File: src/rtl/osc_trim_pkg.sv
package osc_trim_pkg;
  localparam int CODE_W  = 6;
  localparam int PULSE_W = CODE_W + 1;

  typedef struct packed {
    logic              longWin;
    logic              subtract;
    logic [CODE_W-1:0] code;
  } trimCfg_t;

  typedef struct packed {
    logic               lastSecond;
    logic               lengthen;
    logic [PULSE_W-1:0] pulses;
  } trimStrobe_t;

  function automatic logic [PULSE_W-1:0] pulsesOf(trimCfg_t cfg);
    logic [CODE_W-1:0] steps;
    if (cfg.code == '0)      steps = '0;
    else if (cfg.subtract)   steps = ~cfg.code + CODE_W'(1);
    else                     steps = cfg.code - CODE_W'(1);
    return {steps, 1'b0};
  endfunction
endpackage

File: src/rtl/osc_trim_ctrl.sv
module osc_trim_ctrl
  import osc_trim_pkg::*;
#(
  parameter int WIN_SHORT = 20,
  parameter int WIN_LONG  = 60
) (
  input  logic        clk,
  input  logic        rstN,
  input  logic        wrEn,
  input  logic [7:0]  wrData,
  input  logic        secTick,
  output logic        busy,
  output trimStrobe_t strobe
);
  localparam int IW = $clog2(WIN_LONG + 1);

  trimCfg_t      pending;
  trimCfg_t      active;
  logic [IW-1:0] secIdx;
  logic [IW-1:0] lastIdx;
  logic          lastSecond;
  logic          boundary;

  assign lastIdx    = active.longWin ? IW'(WIN_LONG - 1) : IW'(WIN_SHORT - 1);
  assign lastSecond = (secIdx == lastIdx);
  assign boundary   = secTick && lastSecond;

  always_ff @(posedge clk) begin
    if (!rstN) begin
      secIdx  <= '0;
      pending <= '0;
      active  <= '0;
      busy    <= 1'b0;
    end else begin
      if (secTick) begin
        if (lastSecond) secIdx <= '0;
        else            secIdx <= secIdx + IW'(1);
      end
      if (boundary && busy) begin
        active <= pending;
        busy   <= 1'b0;
      end else if (wrEn && !busy) begin
        pending <= trimCfg_t'(wrData);
        busy    <= 1'b1;
      end
    end
  end

  assign strobe.lastSecond = lastSecond;
  assign strobe.lengthen   = active.subtract;
  assign strobe.pulses     = pulsesOf(active);

  assert_idx_range_R2: assert property (@(posedge clk) disable iff (!rstN)
    secIdx <= lastIdx);
  assert_busy_fall_R6: assert property (@(posedge clk) disable iff (!rstN)
    $fell(busy) |-> $past(boundary));
  assert_active_hold_R6: assert property (@(posedge clk) disable iff (!rstN)
    !boundary |=> $stable(active));
  assert_accept_R6: assert property (@(posedge clk) disable iff (!rstN)
    (wrEn && !busy) |=> (busy && pending == trimCfg_t'($past(wrData))));
  assert_ignore_R7: assert property (@(posedge clk) disable iff (!rstN)
    (wrEn && busy && !boundary) |=> (busy && $stable(pending)));
endmodule

File: src/rtl/osc_trim_dp.sv
module osc_trim_dp
  import osc_trim_pkg::*;
#(
  parameter int PRESCALE = 32768
) (
  input  logic        clk,
  input  logic        rstN,
  input  logic        oscTick,
  input  trimStrobe_t strobe,
  output logic        secTick
);
  localparam int CW = $clog2(PRESCALE + (1 << PULSE_W));
  localparam logic [CW-1:0] TERM_NOM = CW'(PRESCALE - 1);

  logic [CW-1:0] cnt;
  logic [CW-1:0] term;

  always_comb begin
    term = TERM_NOM;
    if (strobe.lastSecond) begin
      if (strobe.lengthen) term = TERM_NOM + CW'(strobe.pulses);
      else                 term = TERM_NOM - CW'(strobe.pulses);
    end
  end

  assign secTick = oscTick && (cnt == term);

  always_ff @(posedge clk) begin
    if (!rstN)         cnt <= '0;
    else if (oscTick)  cnt <= secTick ? '0 : cnt + CW'(1);
  end

  assert_cnt_bound_R3: assert property (@(posedge clk) disable iff (!rstN)
    cnt <= term);
  assert_cnt_step_R1: assert property (@(posedge clk) disable iff (!rstN)
    (oscTick && !secTick) |=> cnt == $past(cnt) + CW'(1));
  assert_idle_hold_R9: assert property (@(posedge clk) disable iff (!rstN)
    !oscTick |=> $stable(cnt));
endmodule

File: src/rtl/osc_trim.sv
module osc_trim
  import osc_trim_pkg::*;
#(
  parameter int PRESCALE  = 32768,
  parameter int WIN_SHORT = 20,
  parameter int WIN_LONG  = 60
) (
  input  logic       clk,
  input  logic       rstN,
  input  logic       oscTick,
  input  logic       wrEn,
  input  logic [7:0] wrData,
  output logic       secTick,
  output logic       busy
);
  trimStrobe_t strobe;

  osc_trim_ctrl #(.WIN_SHORT(WIN_SHORT), .WIN_LONG(WIN_LONG)) uCtrl (
    .clk(clk), .rstN(rstN), .wrEn(wrEn), .wrData(wrData),
    .secTick(secTick), .busy(busy), .strobe(strobe)
  );

  osc_trim_dp #(.PRESCALE(PRESCALE)) uDp (
    .clk(clk), .rstN(rstN), .oscTick(oscTick), .strobe(strobe),
    .secTick(secTick)
  );
endmodule

File: config.mk
export PLATFORM = sky130hd
export DESIGN_NAME = osc_trim
export DESIGN_NICKNAME = d
export VERILOG_FILES = /design/src/rtl/osc_trim_pkg.sv /design/src/rtl/osc_trim_ctrl.sv /design/src/rtl/osc_trim_dp.sv /design/src/rtl/osc_trim.sv
export SDC_FILE = /design/constraint.sdc
export NUM_CORES = 1
export LEC_CHECK = 0
export BUFFER_PORTS_ARGS = -buffer_cell sky130_fd_sc_hd__buf_2
export CAP_MARGIN = 20
export CORE_ASPECT_RATIO = 1.4
export CORE_UTILIZATION = 55
export CTS_CLUSTER_SIZE = 25
export DETAILED_ROUTE_END_ITERATION = 6
export PLACE_DENSITY = 0.76
export SETUP_SLACK_MARGIN = 0.2
export SLEW_MARGIN = 0
export SYNTH_ARGS = -nofsm -noshare
export SYNTH_HDL_FRONTEND = slang
export SYNTH_SLANG_ARGS = --single-unit
export TNS_END_PERCENT = 10
File: constraint.sdc
create_clock -name clk -period 3.5 [get_ports clk]
set_input_delay 0.525 -clock clk [delete_from_list [all_inputs] [get_ports clk]]
set_output_delay 0.525 -clock clk [all_outputs]
set_load 0.03 [all_outputs]
==> results of run 1 <==
[area by class of cell]
cell class	instances	area [um^2]	share of cell area
clock buffer	5	68.8	0.0204
clock inverter	2	37.5	0.0111
inverter	8	32.5	0.00966
multi-input combinational	264	1900	0.564
sequential	39	800	0.237
tap	62	77.6	0.0230
timing repair buffer	57	453	0.135
[worst min-delay path: stages (launching register included)]
cell	delay [ps]
dfxtp_1	320
nand2_1	50
mux2i_1	50
[placed cells by master (no fill, tap or decap), types with 6 or more instances in the layout]
cell	instances
buf_6	8
and3_1	7
xnor2_1	14
buf_2	12
inv_1	6
nor2_1	34
nand2_1	35
xor2_1	10
mux2i_1	17
nand4_1	7
nor3_1	9
buf_4	35
dfxtp_1	32
o21ai_0	11
nand3_1	19
[registers in the layout, indices dropped and copies added, names as in the netlist]
| register | count |
|---|---|
| uDp.cnt | 16 |
| uCtrl.pending | 8 |
| uCtrl.active | 7 |
| uCtrl.secIdx | 6 |
| uCtrl.busy | 1 |
| uCtrl.strobe | 1 |
[cell usage after synthesis, types with 3 or more instances]
library cell	instances	area, um^2
a21oi_1	9	45.0
nor3b_1	4	30.0
nor2b_1	6	37.5
dfxtp_1	39	781
buf_2	6	30.0
xnor2_1	15	131
a221oi_1	3	26.3
and2_1	3	18.8
nand4_1	7	43.8
and3_1	7	43.8
nand2_1	35	131
xor2_1	11	96.3
a31o_2	3	26.3
mux2i_1	17	170
nor4_1	4	25.0
nand3_1	19	95.1
inv_1	8	30.0
o21a_1	5	37.5
o211ai_1	5	37.5
clkbuf_1	10	37.5
nand2b_1	6	37.5
a31oi_1	3	18.8
o21ai_0	13	65.1
a211oi_1	3	22.5
ha_1	5	62.6
or3_1	4	25.0
nor3_1	10	50.1
nor2_1	34	128
[report_power, final]
group / internal [W] / switching (W) / total [W]
registers: 0.000449 / 0.00000757 / 0.000457
logic: 0.0000195 / 0.0000252 / 0.0000446
clock network: 0.000208 / 0.000157 / 0.000366
[kinds of logic (layout without fill, tap and decap cells)]
kind of cell | Yosys count | after routing | synth area share
adder cells (fa/ha/maj) | 5 | 5 | 0.0239
buffers and inverters | 29 | 72 | 0.0503
multiplexers | 17 | 17 | 0.0651
AND/OR/NAND/NOR | 153 | 153 | 0.304
XOR/XNOR | 26 | 26 | 0.0871
flip-flops | 39 | 39 | 0.299
AO/OA/AOI/OAI | 63 | 63 | 0.170
[path summary, 6_finish.rpt]
| path | depth (start not counted) | startpoint | endpoint | slack (ps) |
|---|---|---|---|---|
| worst max-delay path | 16 | uCtrl.active[1] | secTick | -20 |
| worst min register to register | 2 | uCtrl.pending[6] | uCtrl.strobe[7] | 460 |
| worst min-delay path | 2 | uCtrl.pending[6] | uCtrl.strobe[7] | 460 |
| worst max register to register | 17 | uCtrl.active[1] | uCtrl.secIdx[4] | 20 |
[layer usage]
metal	vias up	routed length, um
li1	1279	-
met1	1233	2810
met2	71	3610
met3	29	249
met4	0	357
met5	-	0
[metrics by stage]
step / power [W] / TNS [ps]
after global placement: 0.000513 / 0
final: 0.000867 / -15.3
after floorplan: 0.000497 / 0
after detailed placement: 0.000513 / -69.0
after global routing: 0.000894 / -1780
after CTS: 0.000869 / 0
[repair_timing]
action / CTS / global route
hold buffers: 0 / 0
setup endpoints to repair: 31 / 31
setup buffers: 16 / 1
resized for setup: 25 / 22
endpoints found under the hold margin: 0 / 0
pin swaps: 9 / 8
==> out/metrics.yaml, run 1 <==
synthesis:
  ys_ff_latch: 39
  seq_area_frac_synth: 0.299
  syn_nets: 349
  ys_warn_count: 0
  async_reset_ff_frac: 0
  netlist_area_um2: 2610
  synth_cells: 332
  synth-edff-count: 0
  avgSynthCellArea_um2: 7.87
  ys.flop_type: "dfxtp_1"
  yosysUniqueCellTypes: 58
sta:
  grt_setup_unrepaired: "yes"
  maxSlewViolCount: 0
  post-route-period-util: 1.00
  slew_headroom: 0.426
  fmax_mhz: 284
  hold_violations: 0
  whs_ps: 463
  tightestPinTransition_ps: 859
  period_minus_slack_ps: 3520
  setup_slack_ps: -15.3
  finClkSkew_ps: 7.91
  setup_viol: 1
clocking:
  cts_tree: "yes"
  clockBufferDepth: 2
  clk_latency_ps: 290
  h-tree-depth: 2
  clockRootBuffer: "clkbuf_8"
  cts.sinks: 39
  cts_buffers: 5
  clkTransAtPathRegs_ps: 70
pwr:
  power.density_nw_per_um2: 257
  vdd_ir_drop_max_mv: 0.394
  p_leak_nw: 1.24
placement:
  pre_cts_slack_ps: -29.7
  place.port_buffers: 13
  placed_cell_area_um2: 2970
  place_hpwl_mm: 4.73
  placedCellCount: 413
  gp_congestion: 0.921
flow_run:
  drv_cap: 0
route:
  finalWirelength_mm: 7.03
  ant_nets: 0
  dr.pass1.iters: 4
  first_iter_violations: 188
  dr_total_vias: 2612
  avgViaCountPerCell: 5.98
  drc: 0
  routedWlPerCell_um: 16.1
hold_path:
  hp-class: "register to register"
setup_path:
  endpoint_kind: "output port"
  worstPathMaxFanout: 6
  path_cells: "inv_4, ha_4, nor2b_2, nand2_1, buf_4, nand2_1, ha_2, inv_1, buf_4, nand4_1, a41oi_2, nor3_1, a2111o_1, buf_4, nor4_4, buf_4"
  worstPathArrival_ps: 2990
  start_kind: "register"
  cp.required_ps: 2970
  slowest_stage: "dfxtp_4"
  critical_path_class: "register to output port"
  crit_buf_inv: 6
  slowest_delay_ps: 380
  cpMostUsedCell: "buf_4"
  critPathTopFamily: "buffers and inverters"
status:
  outcome: "finished with violations"
  violations: "setup timing"
floorplanning:
  chipHeight_um: 83.6
  core_area_um2: 4540
  dieArea_um2: 5040
  io_pins: 14
  initial_core_util: 0.576
  num_rows: 29
  die-width_um: 60.3
finish:
  drive_above_1_share: 0.293
  post-route-util: 0.742
  fin_area_um2: 3370
  diodes: 0
  nets: 392
  nFillCells: 324
  syn_to_final_growth_pct: 28.8
  fin_cells: 437
global_routing:
  grt_pass1_vias: 2544
  grt_busiest_layer: "met2"
  grt-ovfl-total: 0
  track_usage: 0.294
  use_met2: 0.473
  grt_pass1_wl_mm: 11.4
  met3_usage: 0.0527
  antenna_found_initial: 0
  grtUsageMet1: 0.342
  grt_max_degree: 21
(Power assumes the default switching activity.)
==> run 2, diff against run 1 <==
--- a/config.mk
+++ b/config.mk
@@ -16,5 +16,6 @@
 export SLEW_MARGIN = 0
 export SYNTH_ARGS = -nofsm -noshare
 export SYNTH_HDL_FRONTEND = slang
+export SYNTH_HIERARCHICAL = 1
 export SYNTH_SLANG_ARGS = --single-unit
 export TNS_END_PERCENT = 10
==> run 2 against run 1 <==
- the run still ends with setup timing left
- clock power is 7.7% lower
- clock-buffer cell count up 3
- hold slack lost 4.5 ps
- utilization shrank 3.7 points
- final area down 10%
- global-route usage shrank 5.4 points
- via count shrank 18%
- critical path type unchanged
- largest cell class unchanged
==> out/metrics.yaml, run 2 <==
synthesis:
  avgSynthCellArea_um2: 8.69  # +10%
  netlist_area_um2: 2460  # -5.9%
  async_reset_ff_frac: 0  # unchanged
  ys_warn_count: 6  # +6
  synth_area_leaders: "dfxtp_1 32%, mux2i_1 8.5%, xor2_1 5.7%, xnor2_1 4.6%, nand2_1 4.6%"
  ys.flop_type: "dfxtp_1"
  yosys-top-cells-count: "39 x dfxtp_1, 30 x nand2_1, 24 x nor2_1"
  synth_top_area_share: 0.317  # +0.0187
  yosysUniqueCellTypes: 57  # -1.7%
  seq_area_frac_synth: 0.317  # +0.0187
  yosys.cell_count.top_type: "dfxtp_1"
  ys_ff_latch: 39  # unchanged
  synth_top_cell_by_area: "dfxtp_1"
  synth-edff-count: 0  # unchanged
  synth_cells: 283  # -15%
  syn_nets: 300  # -14%
clocking:
  clkTransAtPathRegs_ps: 70  # about the same
  cts.sinks: 39  # unchanged
  clockRootBuffer: "clkbuf_8"
  h-tree-depth: 2  # unchanged
  cts_buffers: 5  # unchanged
  clockBufferDepth: 2  # unchanged
  cts_tree: "yes"
  holdBufCountCts: 0  # unchanged
  clk_latency_ps: 300  # about the same
floorplanning:
  initial_core_util: 0.576  # -0.000749
  core_area_um2: 4270  # -5.8%
  die-width_um: 58.5  # -2.9%
  io_pins: 14  # unchanged
  chipHeight_um: 81.1  # -2.9%
  num_rows: 28  # -3.4%
  dieArea_um2: 4750  # -5.7%
flow_run:
  drv_cap: 0  # unchanged
finish:
  syn_to_final_growth_pct: 22.6
  largest_reg_flops: 16  # unchanged
  drive_above_1_share: 0.300  # +0.00698
  reg_top3: "uDp/cnt x16, uCtrl/pending x8, uCtrl/active x7"
  post-route-util: 0.706  # -0.0365
  diodes: 0  # unchanged
  regMostFlops: "uDp/cnt"
  nFillCells: 355  # +9.6%
  fin_area_um2: 3020  # -10%
  layout.cells.most_common: "dfxtp_1"
  nets: 339  # -14%
  layout_common_cells: "37 x dfxtp_1, 30 x buf_4, 30 x nand2_1"
sta:
  fmax_mhz: 263  # -7.6%
  period_minus_slack_ps: 3810  # +291 ps
  grt_setup_unrepaired: "yes"
  setup_viol: 11  # +10
  slew_headroom: 0.397  # -0.0291
  post-route-period-util: 1.09  # +0.0831
  whs_ps: 459  # -4.48 ps
  tightestPinTransition_ps: 902  # +43.6 ps
  finClkSkew_ps: 8.84  # +0.932 ps
  hold_violations: 0  # unchanged
  setup_slack_ps: -306  # -291 ps
  maxSlewViolCount: 0  # unchanged
  fin_tns_setup_ps: -2490  # -2480 ps
pwr:
  vdd_ir_drop_max_mv: 0.238  # -40%
  power.density_nw_per_um2: 282  # +9.7%
  p_total_w: 0.000852  # -1.7%
  p_leak_nw: 1.14  # -8.6%
setup_path:
  r2r-end: "uCtrl/active[4]"
  worstPathArrival_ps: 3280  # +290 ps
  r2r_start: "uCtrl/active[0]"
  cp.required_ps: 2970  # about the same
  slowest_stage: "dfxtp_2"
  start_kind: "register"
  critical_path_class: "register to output port"
  worstPathMaxFanout: 4  # -2
  path_cells: "inv_2, ha_4, nor3b_4, nor3b_4, buf_4, nor2_2, nor4_4, buf_4, a41oi_2, nor4bb_1, buf_4, o2111ai_4, nor4_4, buf_4, buf_6"
  slowest_delay_ps: 330  # -50 ps
  cpMostUsedCell: "buf_4"
  rrSetupSlack_ps: -250  # -270 ps
  reg2reg_depth: 18  # +1
  endpoint_kind: "output port"
hold_path:
  hp-class: "register to register"
  whs_endpoint: "uCtrl/active[1]"
  hold_path.startpoint: "uCtrl/pending[1]"
  whs_path_depth: 2  # unchanged
global_routing:
  grt_max_degree: 31  # +48%
  grt_pass1_vias: 1958  # -23%
  track_usage: 0.240  # -0.0541
  grt_pass1_wl_mm: 8.55  # -25%
  grt-ovfl-total: 0  # unchanged
  antenna_found_initial: 0  # unchanged
placement:
  placed_cell_area_um2: 2780  # -6.5%
  place.port_buffers: 13  # unchanged
  gp_congestion: 0.856  # -7.1%
  place_hpwl_mm: 3.90  # -18%
route:
  first_iter_violations: 145  # -23%
  dr.pass1.iters: 4  # unchanged
  ant_nets: 0  # unchanged
  dr_total_vias: 2149  # -18%
  routedWlPerCell_um: 14.4  # -11%
  drc: 0  # unchanged
  avgViaCountPerCell: 5.61  # -6.1%
  finalWirelength_mm: 5.50  # -22%
status:
  violations: "setup timing"
  outcome: "finished with violations"
==> run 2: timing repair <==
action	CTS	global route
endpoints found under the setup margin	31	32
gates resized for setup	7	11
cloned	0	1
buffers inserted	3	4
pin swaps	9	4
==> run 2: power by group <==
part           switching (W)  internal (W)
Sequential        0.00000607      0.000452
Combinational      0.0000311     0.0000246
Clock               0.000158      0.000180
Total               0.000196      0.000656
==> run 2: through the flow <==
| step | setup WS [ps] | instances |
|---|---|---|
| 5_1_grt | -457 | 383 |
| 2_1_floorplan | -392 | 283 |
| 3_5_place_dp | -151 | 367 |
| 4_1_cts | -284 | 378 |
| 3_3_place_gp | -53.2 | 367 |
| 6_report | -306 | 383 |
==> run 2: kinds of logic after synthesis <==
| group | count (synthesis) | synth area share |
|---|---|---|
| buffers and inverters | 27 | 0.0610 |
| adders and majority gates | 5 | 0.0254 |
| muxes | 21 | 0.0855 |
| AOI/OAI and AO/OA | 35 | 0.121 |
| xor gates and xnor gates | 29 | 0.103 |
| DFF | 39 | 0.317 |
| and+or+nand+nor | 126 | 0.285 |
| other | 1 | 0.00152 |
==> run 2: critical path: cells and delay by family, from the launching register on <==
family / cells / cell delay [ps]
buffers and inverters: 6 / 870
AOI/OAI and AO/OA: 2 / 320
adders and majority gates: 1 / 130
DFF: 1 / 330
and+or+nand+nor: 6 / 1320
==> run 2: worst max-delay path by stage <==
stage	startpoint	end	slack [ps]	cells past startpoint
floorplan	uCtrl/active[0]	uCtrl/active[0]	-390	18
global placement	uCtrl/active[1]	uCtrl/active[0]	-50	17
detailed placement	uCtrl/active[1]	uCtrl/secIdx[5]	-150	17
CTS	uCtrl/active[0]	secTick	-280	15
global route	uCtrl/active[0]	secTick	-460	14
finish	uCtrl/active[0]	secTick	-310	15
==> run 2: layout make-up <==
class                           instances  area [um^2]  area share
Clock buffer                            8          100      0.0332
Sequential cell                        39          783       0.260
Timing Repair Buffer                   46          339       0.112
Multi-Input combinational cell        217         1670       0.554
Inverter                               13         48.8      0.0162
Tap cell                               60         75.1      0.0249
==> run 2: routing by layer <==
| metal | up-vias | GRT usage | wire length, um |
|---|---|---|---|
| met4 | 0 | 0.124 | 168 |
| li1 | 1055 | - | - |
| met2 | 41 | 0.469 | 3050 |
| met3 | 15 | 0.0589 | 144 |
| met5 | - | 0 | 0 |
| met1 | 1038 | 0.224 | 2140 |
==> run 3, diff against run 2 <==
==> constraint.sdc (replaced) <==
create_clock -name clk -period 3.5 [get_ports clk]
set_input_delay 0.525 -clock clk [delete_from_list [all_inputs] [get_ports clk]]
set_output_delay 0.525 -clock clk [all_outputs]
set_load 0.02 [all_outputs]
==> run 3 against run 2 <==
- the flow still finishes with violations (setup timing)
- cell count up 0.52%
- maximum frequency up 3.2%
- global-route usage down 0.12 points
- routed wire length down 5.4%
- combinational power down 3%
- critical path depth unchanged
- highest routed layer unchanged
==> out/metrics.yaml, run 3 (synthesized netlist as in run 2, its figures left out) <==
setup_path:
  worstPathMaxFanout: 3  # -1
  critical_path_class: "register to output port"
  start_kind: "register"
  endpoint_kind: "output port"
  worstPathArrival_ps: 3160  # -120 ps
  cp.required_ps: 2970  # about the same
route:
  ant_nets: 0  # unchanged
  dr.pass1.iters: 5  # +1
  drc: 0  # unchanged
  avgViaCountPerCell: 5.38  # -4.0%
  routedWlPerCell_um: 13.5  # -5.9%
  dr_total_vias: 2073  # -3.5%
  first_iter_violations: 111  # -23%
  finalWirelength_mm: 5.20  # -5.4%
clocking:
  clkTransAtPathRegs_ps: 70  # about the same
  cts_buffers: 5  # unchanged
  clockBufferDepth: 2  # unchanged
  holdBufCountCts: 0  # unchanged
  clk_latency_ps: 290  # about the same
  cts_tree: "yes"
  h-tree-depth: 2  # unchanged
  clockRootBuffer: "clkbuf_8"
  cts.sinks: 39  # unchanged
pwr:
  p_total_w: 0.000898  # +5.5%
  switching_share: 0.214  # -0.0153
  power_frac_comb: 0.060  # -0.005
  p_int_w: 0.000706  # +7.6%
  pwr-share-seq: 0.510  # -0.027
  p_leak_nw: 1.15  # +1.2%
  vdd_ir_drop_max_mv: 0.260  # +9.6%
  p_clk_frac: 0.430  # +0.033
  p_switching_w: 0.000193  # -1.6%
  power.density_nw_per_um2: 294  # +4.2%
finish:
  diodes: 0  # unchanged
  reg_top3: "uDp/cnt x16, uCtrl/pending x8, uCtrl/active x7"
  syn_to_final_growth_pct: 24.1
  regMostFlops: "uDp/cnt"
  nets: 341  # +0.59%
  layout.cells.most_common: "dfxtp_1"
  largest_reg_flops: 16  # unchanged
  fin_area_um2: 3050  # +1.2%
  layout_common_cells: "37 x dfxtp_1, 32 x buf_4, 30 x nand2_1"
  drive_above_1_share: 0.308  # +0.00738
global_routing:
  grt_busiest_layer: "met2"
  use_met2: 0.464  # -0.00460
  grtUsageMet1: 0.235  # +0.0112
  grt_max_degree: 31  # unchanged
  grt_pass1_wl_mm: 8.64  # +1.0%
  met3_usage: 0.0494  # -0.00955
  grt_pass1_vias: 2049  # +4.6%
  track_usage: 0.239  # -0.00116
  antenna_found_initial: 0  # unchanged
  grt-ovfl-total: 0  # unchanged
sta:
  hold_violations: 0  # unchanged
  finClkSkew_ps: 4.73  # -4.12 ps
  post-route-period-util: 1.05  # -0.0333
  fmax_mhz: 271  # +3.2%
  setup_slack_ps: -190  # +116 ps
  grt_setup_unrepaired: "yes"
  setup_viol: 10  # -1
  maxSlewViolCount: 0  # unchanged
  whs_ps: 461  # +2.75 ps
  tightestPinTransition_ps: 889  # -13.7 ps
  period_minus_slack_ps: 3690  # -116 ps
  slew_headroom: 0.406  # +0.00914
flow_run:
  drv_cap: 0  # unchanged
floorplanning:
  chipHeight_um: 81.1  # unchanged
  core_area_um2: 4270  # unchanged
  die-width_um: 58.5  # unchanged
  io_pins: 14  # unchanged
  initial_core_util: 0.576  # unchanged
  dieArea_um2: 4750  # unchanged
  num_rows: 28  # unchanged
placement:
  gp_congestion: 0.906  # +5.9%
  place_hpwl_mm: 3.84  # -1.4%
  place.port_buffers: 13  # unchanged
  placed_cell_area_um2: 2820  # +1.3%
status:
  outcome: "finished with violations"
  violations: "setup timing"
hold_path:
  hp-class: "register to register"
run 3: cell types whose count changed in the layout (fill, tap and decap cells not counted), sizes merged:
cell    change
buf         +2
bufinv      +1
clkbuf      -2
clkinv      +1
run 3: per-stage QoR:
stage,util,std cells,TNS [ps],worst slack [ps]
finish,0.714,385,-933,-190
global route,0.714,385,-4650,-446
CTS,0.701,384,-2060,-289
detailed placement,0.660,372,-1270,-144
global placement,0.660,372,-580,-112
floorplan,-,283,-2810,-285
run 3: worst max-delay path: stages (launching register included):
cell       delay [ps]
dfxtp_2           330
inv_2              60
ha_4              130
nor3b_4           180
nor3b_4           260
buf_6             150
nor2_4             40
inv_1              70
ha_1              220
mux2i_1           240
o21ai_1           150
a2111oi_4         410
o2111ai_4         180
nor4_4            180
buf_4             160
buf_6             110
run 3: power groups by stage:
stage / Sequential [W] / Clock, W / Combinational, W
after global placement: 0.000468 / 0 / 0.0000505
final: 0.000458 / 0.000386 / 0.0000538
after detailed placement: 0.000468 / 0 / 0.0000522
after floorplan: 0.000467 / 0 / 0.0000369
after global routing: 0.000459 / 0.000415 / 0.0000593
after CTS: 0.000458 / 0.000398 / 0.0000527
run 3: layout make-up:
type / instances / area [um^2]
multi-input combinational: 217 / 1670
fill: 333 / 1220
sequential: 39 / 783
timing repair buffer: 48 / 354
clock buffer: 6 / 82.6
tap: 60 / 75.1
inverter: 13 / 48.8
clock inverter: 2 / 35.0
run 3: path summary, 6_finish.rpt:
path	from	to	slack, ps	cells past startpoint
max	uCtrl/active[1]	secTick	-190	15
min	uCtrl/pending[1]	uCtrl/active[1]	460	2
max reg2reg	uCtrl/active[1]	uCtrl/active[0]	-100	18
min reg2reg	uCtrl/pending[1]	uCtrl/active[1]	460	2
run 3: what timing repair did:
item / CTS / global route
setup endpoints to repair: 29 / 32
pin swaps: 11 / 6
gates resized for setup: 10 / 11
setup buffers: 4 / 1
run 3: per-layer routing:
metal	up-vias	share of wire
met3	10	0.020
li1	1054	-
met4	0	0.027
met5	-	0
met2	26	0.54
met1	983	0.42
